--- config.mk ---
export PLATFORM = sky130hd
export DESIGN_NAME = valley_trig_qual
export DESIGN_NICKNAME = d
export VERILOG_FILES = /design/src/rtl/vtq_pkg.sv /design/src/rtl/vtq_sync.sv /design/src/rtl/vtq_run_qual.sv /design/src/rtl/vtq_edge.sv /design/src/rtl/vtq_skip_cnt.sv /design/src/rtl/valley_trig_qual.sv
export SDC_FILE = /design/constraint.sdc
export NUM_CORES = 1
export LEC_CHECK = 0
export BUFFER_PORTS_ARGS = -buffer_cell sky130_fd_sc_hd__buf_2
export CAP_MARGIN = 15
export CORE_AREA = 3 3 40 42
export DETAILED_ROUTE_END_ITERATION = 16
export DIE_AREA = 0 0 43 45
export GPL_TIMING_DRIVEN = 1
export MAX_ROUTING_LAYER = met4
export PLACE_DENSITY = 0.72
export SETUP_SLACK_MARGIN = 0.5
export SYNTH_ARGS = -nofsm -noshare
export SYNTH_HDL_FRONTEND = slang
export SYNTH_SLANG_ARGS = --single-unit
--- constraint.sdc ---
create_clock -name clk -period 1.6 [get_ports clk]
set_input_delay 0.24 -clock clk [delete_from_list [all_inputs] [get_ports clk]]
set_output_delay 0.24 -clock clk [all_outputs]
set_load 0.01 [all_outputs]
--- src/rtl/vtq_pkg.sv ---
package vtq_pkg;

   // number of bits needed to hold every value from 0 up to max_val
   function automatic int unsigned width_for(input int unsigned max_val);
      int unsigned w;
      w = 1;
      while ((max_val >> w) != 0) w = w + 1;
      return w;
   endfunction

endpackage

--- src/rtl/vtq_sync.sv ---
module vtq_sync #(
   parameter int unsigned STAGES = 2
) (
   input  logic clk,
   input  logic rst_n,
   input  logic d_async,
   output logic q_sync
);

   generate
      if (STAGES < 2) begin : g_bad
         $error("vtq_sync: STAGES must be at least 2");
      end

      if (STAGES == 2) begin : g_two
         logic meta_q, sync_q;
         always_ff @(posedge clk or negedge rst_n) begin
            if (!rst_n) begin
               meta_q <= 1'b0;
               sync_q <= 1'b0;
            end else begin
               meta_q <= d_async;
               sync_q <= meta_q;
            end
         end
         assign q_sync = sync_q;
      end else begin : g_chain
         logic [STAGES-1:0] chain_q;
         always_ff @(posedge clk or negedge rst_n) begin
            if (!rst_n) chain_q <= '0;
            else        chain_q <= {chain_q[STAGES-2:0], d_async};
         end
         assign q_sync = chain_q[STAGES-1];
      end
   endgenerate

endmodule

--- src/rtl/vtq_run_qual.sv ---
module vtq_run_qual
   import vtq_pkg::*;
#(
   parameter int unsigned QUAL_CYCLES = 20
) (
   input  logic clk,
   input  logic rst_n,
   input  logic lvl,
   output logic run_ok
);

   localparam int unsigned CW = width_for(QUAL_CYCLES);

   generate
      if (QUAL_CYCLES == 0) begin : g_bad
         $error("vtq_run_qual: QUAL_CYCLES must be nonzero");
      end

      if (QUAL_CYCLES == 1) begin : g_single
         // one high sample is enough: a flop of the previous level
         logic prev_q;
         always_ff @(posedge clk or negedge rst_n) begin
            if (!rst_n) prev_q <= 1'b0;
            else        prev_q <= lvl;
         end
         assign run_ok = prev_q;
      end else begin : g_count
         localparam logic [CW-1:0] LIMIT = CW'(QUAL_CYCLES);
         logic [CW-1:0] run_q;
         always_ff @(posedge clk or negedge rst_n) begin
            if (!rst_n)            run_q <= '0;
            else if (!lvl)         run_q <= '0;
            else if (run_q != LIMIT) run_q <= run_q + 1'b1;
         end
         assign run_ok = (run_q == LIMIT);
      end
   endgenerate

endmodule

--- src/rtl/vtq_edge.sv ---
module vtq_edge (
   input  logic clk,
   input  logic rst_n,
   input  logic lvl,
   input  logic run_ok,
   input  logic allow,
   output logic fire,
   output logic skip_evt,
   output logic pulse
);

   logic lvl_d;
   logic good_fall;
   logic pulse_q;

   always_ff @(posedge clk or negedge rst_n) begin
      if (!rst_n) lvl_d <= 1'b0;
      else        lvl_d <= lvl;
   end

   assign good_fall = lvl_d & ~lvl & run_ok;
   assign fire      = good_fall & allow;
   assign skip_evt  = good_fall & ~allow;

   always_ff @(posedge clk or negedge rst_n) begin
      if (!rst_n) pulse_q <= 1'b0;
      else        pulse_q <= fire;
   end

   assign pulse = pulse_q;

endmodule

--- src/rtl/vtq_skip_cnt.sv ---
module vtq_skip_cnt #(
   parameter int unsigned W = 3
) (
   input  logic         clk,
   input  logic         rst_n,
   input  logic         clr,
   input  logic         inc,
   output logic [W-1:0] cnt
);

   localparam logic [W-1:0] TOP = {W{1'b1}};

   generate
      if (W == 0) begin : g_bad
         $error("vtq_skip_cnt: W must be nonzero");
      end
   endgenerate

   logic [W-1:0] cnt_q;

   always_ff @(posedge clk or negedge rst_n) begin
      if (!rst_n)                    cnt_q <= '0;
      else if (clr)                  cnt_q <= '0;
      else if (inc && cnt_q != TOP)  cnt_q <= cnt_q + 1'b1;
   end

   assign cnt = cnt_q;

endmodule

--- src/rtl/valley_trig_qual.sv ---
module valley_trig_qual #(
   parameter int unsigned SYNC_STAGES = 2,
   parameter int unsigned QUAL_CYCLES = 20,
   parameter int unsigned SKIP_W      = 3
) (
   input  logic              clk,
   input  logic              rst_n,
   input  logic              cmp_in,
   input  logic              off_done,
   output logic              trig,
   output logic [SKIP_W-1:0] skip_cnt
);

   logic s_lvl;
   logic run_ok;
   logic fire;
   logic skip_evt;

   vtq_sync #(.STAGES(SYNC_STAGES)) u_sync (
      .clk     (clk),
      .rst_n   (rst_n),
      .d_async (cmp_in),
      .q_sync  (s_lvl)
   );

   vtq_run_qual #(.QUAL_CYCLES(QUAL_CYCLES)) u_qual (
      .clk    (clk),
      .rst_n  (rst_n),
      .lvl    (s_lvl),
      .run_ok (run_ok)
   );

   vtq_edge u_edge (
      .clk      (clk),
      .rst_n    (rst_n),
      .lvl      (s_lvl),
      .run_ok   (run_ok),
      .allow    (off_done),
      .fire     (fire),
      .skip_evt (skip_evt),
      .pulse    (trig)
   );

   vtq_skip_cnt #(.W(SKIP_W)) u_skip (
      .clk   (clk),
      .rst_n (rst_n),
      .clr   (fire),
      .inc   (skip_evt),
      .cnt   (skip_cnt)
   );

endmodule

==> results_dict.tcl <==
set metrics [dict create \
    place_ws_ns 0.0797 \
    p_per_area_nw_per_um2 832 \
    min_period_ns 1.45 \
    grtUsageTotal 0.126 \
    ys_ff_latch 12 \
    drc 0 \
    syn_nets 56 \
    path_clk_slew_ns 0.08 \
    pwr-share-seq 0.506 \
    path_class "flop to flop" \
    cap_violations 0 \
    place_area_sq_um 646 \
    wl_per_cell_microns 13.0 \
    grt_overflow_total 0 \
    intPower_mw 0.493 \
    grt_antenna_before_repair 0 \
    ios 8 \
    grt_pass1_wl_microns 1790 \
    ir_drop_mv 0.543 \
    layout.nets 75 \
    syn_avg_cell_area_sq_um 11.8 \
    status "finished clean" \
    cts_tree "done" \
    first_iter_violations 3 \
    chipHeight_microns 45 \
    fillers 101 \
    leakage_nw 0.365 \
    dieArea_sq_um 1940 \
    firstDrtPassIters 4 \
    timing.setup.tns_ns 0 \
    num_rows 13 \
    cp_slowest_stage_delay_ns 0.43 \
    yosysWarnings 0 \
    die_x_microns 43 \
    viasPerCell 5.01 \
    critPathRequiredTime_ns 1.81 \
    multi_input_area_sq_um 307 \
    cts_sinks 12 \
    start_kind "flop" \
    swShare 0.239 \
    antenna_left 0 \
    htree_levels 1 \
    seq_area_sq_um 300 \
    place_congestion 0.804 \
    diodes 0 \
    initial_core_util 0.442 \
    synthToLayoutAreaGrowth_pct 37.0 \
    rrSetupSlack_ns 0.15 \
    routed_wl_microns 1060 \
    cts-root-buf "clkbuf_4" \
    fin_worst_skew_ns 0.00576 \
    cts_buffer_depth 2 \
    cp_max_fo 4 \
    layout-drive-gt1-share 0.439 \
    numCtsBuffers 3 \
    setup_viol 0 \
    max_slew_margin 0.822 \
    hold_violations 0 \
    max_freq_mhz 689 \
    postLayoutSetupSlackWorst_ns 0.149 \
    synthCells 48 \
    crit_slowest_cell "dfrtp_1" \
    drv_slew 0 \
    io_buffers 7 \
    p_comb_frac 0.119 \
    via_count 406 \
    netlist_area_sq_um 568 \
    clkPwrFrac 0.375 \
    grt_max_degree 13 \
    rsz0062_at_grt "true" \
    grt_pass1_vias 416 \
    switchingPower_mw 0.155 \
    cp_cell_sequence "ha_2 -> ha_4 -> nand2b_1 -> or4_1 -> nand2_1" \
    place.detailed.hpwl_microns 684 \
    stdcell_area_sq_um 778 \
    hp-class "primary input to flop" \
    yosysUniqueCellTypes 22 \
    worstPathArrival_ns 1.67 \
    worst_slew_pin_slew_ns 0.268 \
    fin_crit_sh 0.907 \
    endpoint_kind "flop" \
    core_region_area_sq_um 1280 \
    clock_latency_ns 0.27 \
    yosysSeqAreaShare 0.529 \
]
stage by stage:
step	power, mW	instances	hold slack (ns)	utilization
2_1_floorplan	0.363	48	-0.0556	-
3_3_place_gp	0.381	70	0.129	0.502
3_5_place_dp	0.385	70	0.130	0.502
4_1_cts	0.635	79	0.0728	0.569
5_1_grt	0.670	81	0.0742	0.606
6_report	0.647	81	0.0758	0.606
cell usage in the layout, fill, tap and decap left out, drive strengths merged:
cell / count
buf: 14
dfrtp: 12
nand2b: 4
ha: 4
clkbuf: 4
xnor2: 3
inv: 3
mux2i: 2
nor2b: 2
and2: 2
nand2: 2
nor3: 2
o31ai: 2
nand4b: 1
nand4: 1
a21boi: 1
nor4: 1
o31a: 1
a21o: 1
or3: 1
nand3: 1
or4: 1
dlygate4sd3: 1
power groups by stage:
stage	Clock [mW]	Sequential (mW)	Combinational [mW]
after detailed placement	0	0.335	0.0502
final	0.243	0.327	0.0769
after global routing	0.254	0.330	0.0855
after floorplan	0	0.333	0.0292
after CTS	0.244	0.327	0.0633
after global placement	0	0.335	0.0463
flip-flops by register name, summed over array words and instances, names as in the netlist:
signal / flops
u_sync.g_two.meta_q: 1
u_edge.pulse: 1
u_skip.cnt: 3
u_qual.g_count.run_q: 5
u_edge.lvl_d: 1
u_sync.q_sync: 1
worst paths after layout:
check | start | end | cells past startpoint
setup / recovery | u_skip.cnt[0] | u_skip.cnt[2] | 5
hold / removal | cmp_in | u_sync.g_two.meta_q | 1
setup reg to reg | u_skip.cnt[0] | u_skip.cnt[2] | 5
hold reg to reg | u_sync.g_two.meta_q | u_sync.q_sync | 0
max in group asynchronous | rst_n | u_qual.g_count.run_q[2] | 2
min in group asynchronous | rst_n | u_skip.cnt[1] | 2
critical path, delay by kind of cell (launching register included):
kind	cells	cell delay [ns]
adders and majority gates	2	0.45
and+or+nand+nor	3	0.51
DFF	1	0.43
cells in the mapped netlist:
cell type  number  share of area
and2_1          2          0.022
o31ai_1         2          0.026
xnor2_1         3          0.046
buf_6           1          0.020
mux2i_1         2          0.035
nand4b_1        1          0.015
nand2_1         2          0.013
o31a_1          1          0.015
nand4_1         1          0.011
a21o_1          1          0.013
ha_1            4          0.088
or3_1           1          0.011
nor2b_1         2          0.022
or4_1           1          0.013
nor3_1          2          0.018
inv_1           3          0.020
nor4_1          1          0.011
a21boi_0        1          0.013
nand2b_2        1          0.015
nand2b_1        3          0.033
nand3_1         1         0.0088
dfrtp_1        12           0.53
metal layers:
metal,routed length (microns),up-vias,track usage
met5,0,-,-
met4,0,0,0.0361
met3,28,0,0.0239
met2,535,5,0.219
met1,491,199,0.152
li1,-,202,-
cells by family (layout without fill, tap and decap cells):
logic type / count (synthesis) / in the layout / synth area share
xor+xnor: 3 / 3 / 0.0463
fa+ha+maj: 4 / 4 / 0.0881
compound gates: 5 / 5 / 0.0683
buf+inv: 4 / 22 / 0.0396
flops: 12 / 12 / 0.529
simple gates: 18 / 18 / 0.194
mux: 2 / 2 / 0.0352
area by class of cell:
type                            count  share of cell area
Timing Repair Buffer               15               0.135
Multi-Input combinational cell     32               0.394
Inverter                            3              0.0145
Tap cell                           15              0.0241
Sequential cell                    12               0.386
Clock buffer                        4              0.0466
repair_timing:
action / CTS / global route
hold buffers: 1 / 0
gates cloned: 0 / 0
endpoints found under the hold margin: 12 / 0
pin swaps: 1 / 3
endpoints found under the setup margin: 9 / 11
gates resized for setup: 3 / 6
setup buffers: 4 / 2
Power figures use the tool's default switching activity.
